### src/rtl/vpi_lut_pkg.sv
package vpi_lut_pkg;
  localparam int VPI_W  = 12;
  localparam int GFC_W  = 4;
  localparam int BASE_W = 16;

  typedef struct packed {
    logic [VPI_W-1:0]  mask;
    logic [BASE_W-1:0] base;
    logic              chk;
    logic              uni;
  } tbl_cfg_t;
endpackage

### src/rtl/vpi_cfg_bank.sv
module vpi_cfg_bank
  import vpi_lut_pkg::*;
#(
  parameter int NUM_TBL = 16,
  localparam int SEL_W  = $clog2(NUM_TBL)
) (
  input  logic             clk,
  input  logic             rst_n,
  input  logic             we,
  input  logic [SEL_W-1:0] wsel,
  input  tbl_cfg_t         wdata,
  input  logic [SEL_W-1:0] rsel,
  output tbl_cfg_t         rcfg
);
  tbl_cfg_t entry [NUM_TBL];

  for (genvar t = 0; t < NUM_TBL; t++) begin : g_entry
    logic     ent_en;
    tbl_cfg_t ent_nxt;

    always_comb begin
      ent_en  = we && (wsel == SEL_W'(t));
      ent_nxt = wdata;
    end

    always_ff @(posedge clk or negedge rst_n) begin
      if (!rst_n)      entry[t] <= '0;
      else if (ent_en) entry[t] <= ent_nxt;
    end
  end

  assign rcfg = entry[rsel];
endmodule

### src/rtl/vpi_bit_compact.sv
module vpi_bit_compact #(
  parameter int W = 12,
  localparam int CW = $clog2(W + 1)
) (
  input  logic [W-1:0] din,
  input  logic [W-1:0] sel,
  output logic [W-1:0] dout
);
  logic [CW-1:0] pos;

  always_comb begin
    dout = '0;
    pos  = '0;
    for (int i = 0; i < W; i++) begin
      if (sel[i]) begin
        dout[pos] = din[i];
        pos       = pos + 1'b1;
      end
    end
  end
endmodule

### src/rtl/vpi_sat_counter.sv
module vpi_sat_counter #(
  parameter int W = 16
) (
  input  logic         clk,
  input  logic         rst_n,
  input  logic         clr,
  input  logic         inc,
  output logic [W-1:0] cnt
);
  logic         cnt_en;
  logic [W-1:0] cnt_nxt;

  always_comb begin
    cnt_en  = clr || (inc && (cnt != '1));
    cnt_nxt = clr ? '0 : cnt + 1'b1;
  end

  always_ff @(posedge clk or negedge rst_n) begin
    if (!rst_n)      cnt <= '0;
    else if (cnt_en) cnt <= cnt_nxt;
  end
endmodule

### src/rtl/vpi_addr_gen.sv
module vpi_addr_gen
  import vpi_lut_pkg::*;
#(
  parameter int NUM_TBL = 16,
  parameter int CNT_W   = 16,
  localparam int SEL_W  = $clog2(NUM_TBL),
  localparam int PORT_W = SEL_W + 1,
  localparam int ADDR_W = BASE_W + 3
) (
  input  logic              clk,
  input  logic              rst_n,
  input  logic              cfg_we,
  input  logic [SEL_W-1:0]  cfg_sel,
  input  logic [VPI_W-1:0]  cfg_mask,
  input  logic [BASE_W-1:0] cfg_base,
  input  logic              cfg_chk,
  input  logic              cfg_uni,
  input  logic              cnt_clr,
  input  logic              wide_mode,
  input  logic              rec16,
  input  logic              hdr_valid,
  input  logic [PORT_W-1:0] hdr_port,
  input  logic [VPI_W-1:0]  hdr_vpi,
  output logic              lkup_valid,
  output logic [ADDR_W-1:0] lkup_addr,
  output logic              misroute,
  output logic [CNT_W-1:0]  miss_cnt
);
  localparam logic [VPI_W-1:0] UNI_ELIG = {{GFC_W{1'b0}}, {(VPI_W-GFC_W){1'b1}}};

  tbl_cfg_t          wr_cfg, cur;
  logic [SEL_W-1:0]  tbl_sel;
  logic [VPI_W-1:0]  elig, use_mask, zero_bits, idx;
  logic [BASE_W-1:0] base_al;
  logic [ADDR_W-1:0] base_off, idx_off, addr_nxt;
  logic              bad, valid_nxt, mis_nxt, addr_en;

  always_comb begin
    wr_cfg.mask = cfg_mask;
    wr_cfg.base = cfg_base;
    wr_cfg.chk  = cfg_chk;
    wr_cfg.uni  = cfg_uni;
  end

  assign tbl_sel = wide_mode ? hdr_port[PORT_W-1:1] : hdr_port[SEL_W-1:0];

  vpi_cfg_bank #(.NUM_TBL(NUM_TBL)) u_bank (
    .clk   (clk),
    .rst_n (rst_n),
    .we    (cfg_we),
    .wsel  (cfg_sel),
    .wdata (wr_cfg),
    .rsel  (tbl_sel),
    .rcfg  (cur)
  );

  always_comb begin
    elig      = cur.uni ? UNI_ELIG : '1;
    use_mask  = cur.mask & elig;
    zero_bits = elig & ~cur.mask;
    bad       = cur.chk && |(hdr_vpi & zero_bits);
  end

  vpi_bit_compact #(.W(VPI_W)) u_pack (
    .din  (hdr_vpi),
    .sel  (use_mask),
    .dout (idx)
  );

  always_comb begin
    base_al   = rec16 ? {cur.base[BASE_W-1:1], 1'b0} : cur.base;
    base_off  = {base_al, 3'b000};
    idx_off   = rec16 ? ADDR_W'({idx, 4'b0000}) : ADDR_W'({idx, 3'b000});
    addr_nxt  = base_off + idx_off;
    valid_nxt = hdr_valid && !bad;
    mis_nxt   = hdr_valid && bad;
    addr_en   = hdr_valid;
  end

  always_ff @(posedge clk or negedge rst_n) begin
    if (!rst_n) begin
      lkup_valid <= 1'b0;
      misroute   <= 1'b0;
    end else begin
      lkup_valid <= valid_nxt;
      misroute   <= mis_nxt;
    end
  end

  always_ff @(posedge clk or negedge rst_n) begin
    if (!rst_n)       lkup_addr <= '0;
    else if (addr_en) lkup_addr <= addr_nxt;
  end

  vpi_sat_counter #(.W(CNT_W)) u_cnt (
    .clk   (clk),
    .rst_n (rst_n),
    .clr   (cnt_clr),
    .inc   (mis_nxt),
    .cnt   (miss_cnt)
  );
endmodule

### config.mk
export PLATFORM = sky130hd
export DESIGN_NAME = vpi_addr_gen
export DESIGN_NICKNAME = d
export VERILOG_FILES = /design/src/rtl/vpi_lut_pkg.sv /design/src/rtl/vpi_cfg_bank.sv /design/src/rtl/vpi_bit_compact.sv /design/src/rtl/vpi_sat_counter.sv /design/src/rtl/vpi_addr_gen.sv
export SDC_FILE = /design/constraint.sdc
export NUM_CORES = 1
export LEC_CHECK = 0
export BUFFER_PORTS_ARGS = -buffer_cell sky130_fd_sc_hd__buf_2
export CAP_MARGIN = 15
export CORE_ASPECT_RATIO = 0.8
export CORE_MARGIN = 1.5
export CORE_UTILIZATION = 60
export DETAILED_ROUTE_END_ITERATION = 16
export PLACE_DENSITY_LB_ADDON = 0.2
export SYNTH_ARGS = -nofsm -noshare
export SYNTH_HDL_FRONTEND = slang
export SYNTH_SLANG_ARGS = --single-unit
### constraint.sdc
create_clock -name clk -period 13.5 [get_ports clk]
set_input_delay 0.675 -clock clk [delete_from_list [all_inputs] [get_ports clk]]
set_output_delay 0.675 -clock clk [all_outputs]
set_load 0.01 [all_outputs]
Word-level counts from Yosys, hierarchy flattened
Cells that the tools add are included.
- $add $sub $neg: 12
- magnitude comparators: 23
- equality and inequality tests: 16
- muxes and demuxes: 64
- bitwise gates (word level): 5
- reduce and logical (&&, ||, !) cells: 35
- operators with widths (cell ; number):
    $mux 12 ; 12
    $bwmux 12 ; 11
    $bmux 30 s4 ; 1
    $mux 30 ; 2
    $lt 4x5->1 const B ; 10
    $demux 1 s4 ; 11
    $mux 4 ; 11
    $ge 4x1->1 const B ; 10
    $add 4x1->4 const B ; 9
    $and 12x12->12 ; 3
    $eq 4x4->1 const B ; 8
    $mux 16 ; 2
    $logic_and 1x1->1 ; 31
    $add 19x16->19 ; 1
    $add 16x1->16 const B ; 1
    $eq 4x3->1 const B ; 4
    $ne 16x16->1 const B ; 1
    $mux 1 ; 14
    $not 12->12 ; 1
    $reduce_or 12->1 ; 1
    $eq 4x2->1 const B ; 2
    $ge 5x5->1 const B ; 1
    $lt 1x5->1 const B ; 1
    $not 4->5 ; 1
    other kinds (6) ; 6
- flip-flop bits (word level): 517
- input port bits: 58
- output and inout port bits: 37
- word-level logic and storage cells: 223

Longest topological paths before layout
- depth in word-level cells: 36
- depth in mapped cells: 65
- depth with buffers taken out: 56

Hierarchy
Synthesis repeated with hierarchy kept, for this count alone.
- cell total of the unflattened synthesis: 2137
- area, all modules: 27759.1 um2
- by module, submodules not included (module ; times used ; cells each ; area each (um2) ; seq. area each (um2)):
    vpi_cfg_bank ; 1 ; 1314 ; 21356.7 ; 12011.5
    vpi_bit_compact ; 1 ; 511 ; 3622.2 ; 0.0
    vpi_addr_gen ; 1 ; 212 ; 1849.3 ; 450.4
    vpi_sat_counter ; 1 ; 100 ; 930.9 ; 400.4

Worst setup path after synthesis
OpenSTA, ideal clock, no wires.
- path type: input to register
- start point: input hdr_port[0]
- end point: register lkup_addr[16]
- setup time: 0.125 ns
- arrival: 12.029 ns
- required time: 13.375 ns
- slack: 1.347 ns
- cell stages on the path: 55
- path buffers: 9
- path through: buf_4 -> buf_6 -> buf_6 -> buf_6 -> buf_2 -> buf_1 -> mux4_2 -> mux4_2 -> mux2i_1 -> fa_1 -> inv_1 -> ha_1 -> a211oi_1 -> inv_1 -> ha_1 -> nand2_1 -> o21ai_2 -> ha_1 -> [19 not listed] -> nor3_1 -> o21ai_0 -> o311ai_0 -> ha_1 -> a21o_1 -> a21oi_1 -> o21bai_1 -> a21oi_1 -> o21bai_1 -> a21oi_1 -> o21bai_1 -> a21oi_1 -> o21bai_1 -> a21oi_1 -> o21bai_1 -> a21oi_1 -> xnor2_1 -> mux2_2
- word-level cells in the longest chain between the ends: 35
- elaborated cells on any way between the ends: 109
- those cells by class: add/sub: 11; order compare: 22; mux: 63; bitwise: 2; reduce/logical: 11
- ends and longest elaborated chain (element ; line ; source):
    start: declaration ; vpi_addr_gen.sv:22 ; input logic [PORT_W-1:0] hdr_port,
    $mux 4 * ; vpi_addr_gen.sv:45 ; assign tbl_sel = wide_mode ? hdr_port[PORT_W-1:1] : hdr_port[SEL_W-1:0];
    $not 4->5 (implied by the code) * ; vpi_cfg_bank.sv:32 ; assign rcfg = entry[rsel];
    $bmux 30 s4 * ; vpi_cfg_bank.sv:32 ;
    $mux 30 (implied by the code) * (2 in series) ; vpi_cfg_bank.sv:32 ;
    $and 12x12->12 ; vpi_addr_gen.sv:59 ; use_mask = cur.mask & elig;
    $mux 1 ; vpi_bit_compact.sv:15 ; if (sel[i]) begin
    $add 1x1->2, or another cell as far along ; vpi_bit_compact.sv:17 ; pos = pos + 1'b1;
    $mux 4 or $logic_and 1x1->1 (tied branches) ; vpi_bit_compact.sv:15, vpi_bit_compact.sv:16 ;
    [18 not listed] ; -- ;
    $lt 4x5->1 (implied by the code), or another cell as far along ; vpi_bit_compact.sv:16 ; dout[pos] = din[i];
    $logic_and 1x1->1 (implied by the code), or another cell as far along ; vpi_bit_compact.sv:16 ;
    $mux 1 (implied by the code) or $bwmux 12 (tied branches) ; vpi_bit_compact.sv:16 ;
    $demux 1 s4 or $mux 12 (tied branches) ; -- ;
    $bwmux 12 ; vpi_bit_compact.sv:16 ;
    $mux 12 ; vpi_bit_compact.sv:15 ;
    $mux 16 ; vpi_addr_gen.sv:73 ; idx_off = rec16 ? ADDR_W'({idx, 4'b0000}) : ADDR_W'({idx, 3'b000});
    $add 19x16->19 * ; vpi_addr_gen.sv:74 ; addr_nxt = base_off + idx_off;
    end signal: assignment ; vpi_addr_gen.sv:92 ; else if (addr_en) lkup_addr <= addr_nxt;
    end: declaration ; vpi_addr_gen.sv:25 ; output logic [ADDR_W-1:0] lkup_addr,
Every way passes the cells marked *; elsewhere a longest branch is shown, timed or not. The select of a mux whose other input is x is not followed.
A chain may end at the register's enable or synchronous reset.

Worst setup path after layout
- start point: input hdr_port[1]
- end point: register lkup_addr[16]
The elaborated chain is that of the path after synthesis.

==> impl_results.md <==
* Drt pass-1 iters at 5
* #FFs+latches synth at 514
* CTS Sinks at 514
* Syn avg cell area at 12.5 sq um
* Outcome: finished clean
* Most common cell on crit path: ha_1
* WL met2 at 34.3 mm
* Yosys top cell by area: dfrtp_1
* Endpoint class of the critical path: register
* Vias in the first global route at 20,100
* Hold Path Class: primary input to async pin
* Synth top cells by count: dfrtp_1 (514), mux2_2 (512), nand2_1 (160), mux4_2 (154), clkbuf_1 (98)
* Slowest CP cell: or4_1
* WL met3 at 5.21 mm
* Initial antenna violation count at 3
* F_max at 81.8 MHz
* Worst setup path class: primary input to register
* First-pass GRT wire length at 119 mm
* Final nets at 2,451
* Post-synthesis cell count at 2,338
* CP Max Fanout at 35
* Peak supply drop at 95.9 uV
* Max incr delay on CP at 0.70 ns
* Actual slew at the worst max-slew pin at 1.12 ns
* Register area share after synthesis at 44.0%
* Worst Path Arrival at 12.71 ns
* CTS Hold Bufs at 0
* Met1 wire length at 34.5 mm
* Area of the multi-input gates at 15,500 sq um
* Clock slew seen by the registers of the worst setup and hold paths at 0.06 ns
* Final Hold Vio Count at 0
* FF+latch area at 12,900 sq um
* Final worst path period share at 90.6%
* Post-route setup TNS at 0 ns
* CTS root buffer: clkbuf_16
* Synth top area share at 44.0%
* # rows at 72
* Hpwl dp at 48.1 mm
* Setup bufs post-CTS at 0
* Clk_skew at 0.0298 ns
* WL/cell at 25.0 um
* Cell variety after synth at 88
* Tot GR Track Use at 30.6%
* Worst R2R Start: u_bank.entry[19]
* Share of cells above drive strength 1 at 39.3%
* Top-count cell post-synth: dfrtp_1
* Max Used Layer: met5
* Final Critical Period at 12.22 ns
* Gr ovfl total at 0
* DRT iter0 DRCs at 1,642
* Core Box Area at 48,200 sq um
* Die Span X at 250 um
* DRC Markers at 0
* Final WL at 75.5 mm
* FILL cells at 3,533
* R2R Setup Slk at 1.76 ns
* Cell Area, Synth at 29,200 sq um
* Fraction of synthesis flops using an asynchronous set or reset pin at 100%
* H-tree depth at 2
* FF-to-FF End: lkup_addr[16]
* Initial Util at 60.7%
* Largest net degree at the start of global routing at 191
* Clk_lat worst skew at 0.60 ns
* WP data required at 13.99 ns
* Max-cap violations at 0
* Placer Congestion at 0.902
* Vert. Die Dim at 200 um
* CP Launch Type: primary input
* I/O pin count at 95
* TritonCTS clock tree: done
* RSZ-0062 raised after global routing: false
* Reg2Reg Depth at 45
* Final setup violation count at 0
* Primary FF master, synth: dfrtp_1
* Critical Path Source: hdr_port[1]
* Final ANT Viol Nets at 0
* Warnings from Yosys at 0
* Post-Route Utilization at 66.1%
* Layout Area Growth over Synthesis at 8.98%
* Clock Tree Buf Depth at 3
* Static leakage at 13.5 nW
* Final Slew Violations at 0
* PostCTS Resize Cnt at 0
* Relative slew slack at 25.1%
* Via density at 6.62
* Routed via count at 20,000
* Full die area at 50,100 sq um
* EDFF count, synth at 0
* Area contributors post-synth: dfrtp_1 (44%), mux2_2 (20%), mux4_2 (12%)
* PwrDens at 187 nW/um^2
* CTS buffer count at 51
* Port buffer count at 91
==> placed cells by master (no fill, tap or decap), types with 13 or more instances in the layout <==
master	synthesis	routed
a211oi_1	17	17
a21oi_1	46	46
a22oi_1	22	22
a31oi_1	25	25
and2_1	24	24
and3_1	26	26
buf_2	27	88
buf_4	7	46
clkbuf_16	0	52
dfrtp_1	514	514
ha_1	45	45
inv_1	46	46
mux2_2	512	512
mux2i_1	58	57
mux4_2	154	154
nand2_1	160	159
nand2b_1	17	13
nand3_1	50	50
nor2_1	80	69
nor3_1	42	42
nor4_1	17	17
o21ai_0	34	34
or3_1	27	26
xnor2_1	38	38
==> where the power goes <==
group / internal, W / switching [W]
sequential: 0.00190 / 0.000212
combinational: 0.00109 / 0.00130
clock: 0.000848 / 0.000607
==> stage by stage <==
stage	std cells	worst slack [ns]	hold WS [ns]	cell area, sq um	power, W
floorplan	2340	1.35	0.379	29300	0.00390
global placement	2922	1.20	0.481	30100	0.00440
detailed placement	2922	0.719	0.488	30100	0.00449
CTS	3013	1.37	0.120	31900	0.00596
global route	3015	0.169	0.154	31900	0.00632
finish	3017	1.28	0.0521	31900	0.00596
==> layout make-up <==
cell class,count,area share (%)
clock buffers,71,4.56
multi-input cells,1593,48.6
diodes,4,0.0314
inverters,50,0.589
clock inverters,20,0.809
well taps,629,2.47
flip-flops and latches,514,40.4
repair buffers,136,2.58
==> worst max path at each step <==
stage | cells after the start | to | slack [ns]
after floorplan | 55 | lkup_addr[16] | 1.35
after global placement | 48 | lkup_addr[16] | 1.20
after detailed placement | 50 | lkup_addr[18] | 0.72
after CTS | 50 | lkup_addr[18] | 1.37
after global routing | 49 | lkup_addr[16] | 0.17
final | 49 | lkup_addr[16] | 1.28
==> sequential cells by signal, summed over array words and instances, names as in the netlist <==
register and count:
misroute 1, u_cnt.cnt 16, lkup_addr 16, lkup_valid 1, u_bank.entry 480
==> metal layers <==
metal	track usage, %	up-vias
li1	-	8746
met1	46.3	10400
met2	46.3	696
met3	5.36	114
met4	7.64	2
met5	0	-
==> critical path: cells and delay by family <==
kind | cells | cell delay (ns)
compound gates | 21 | 4.58
xor+xnor | 3 | 0.62
fa+ha+maj | 8 | 2.64
buf+inv | 6 | 1.66
mux | 3 | 0.76
simple gates | 8 | 1.72
==> cells by family (layout without fill, tap and decap cells) <==
logic type               after synthesis  count (layout)  synth area share (%)
flip-flops                           514             514                  44.0
buffers and inverters                233             277                  3.45
AND/OR/NAND/NOR                      492             492                  8.35
AO/OA/AOI/OAI                        277             277                  6.78
other                                  1               7                0.0128
XOR/XNOR                              49              49                  1.75
multiplexers                         725             725                  33.6
adder cells (fa/ha/maj)               47              47                  2.06
No activity file was read; power rests on OpenSTA's default activity.
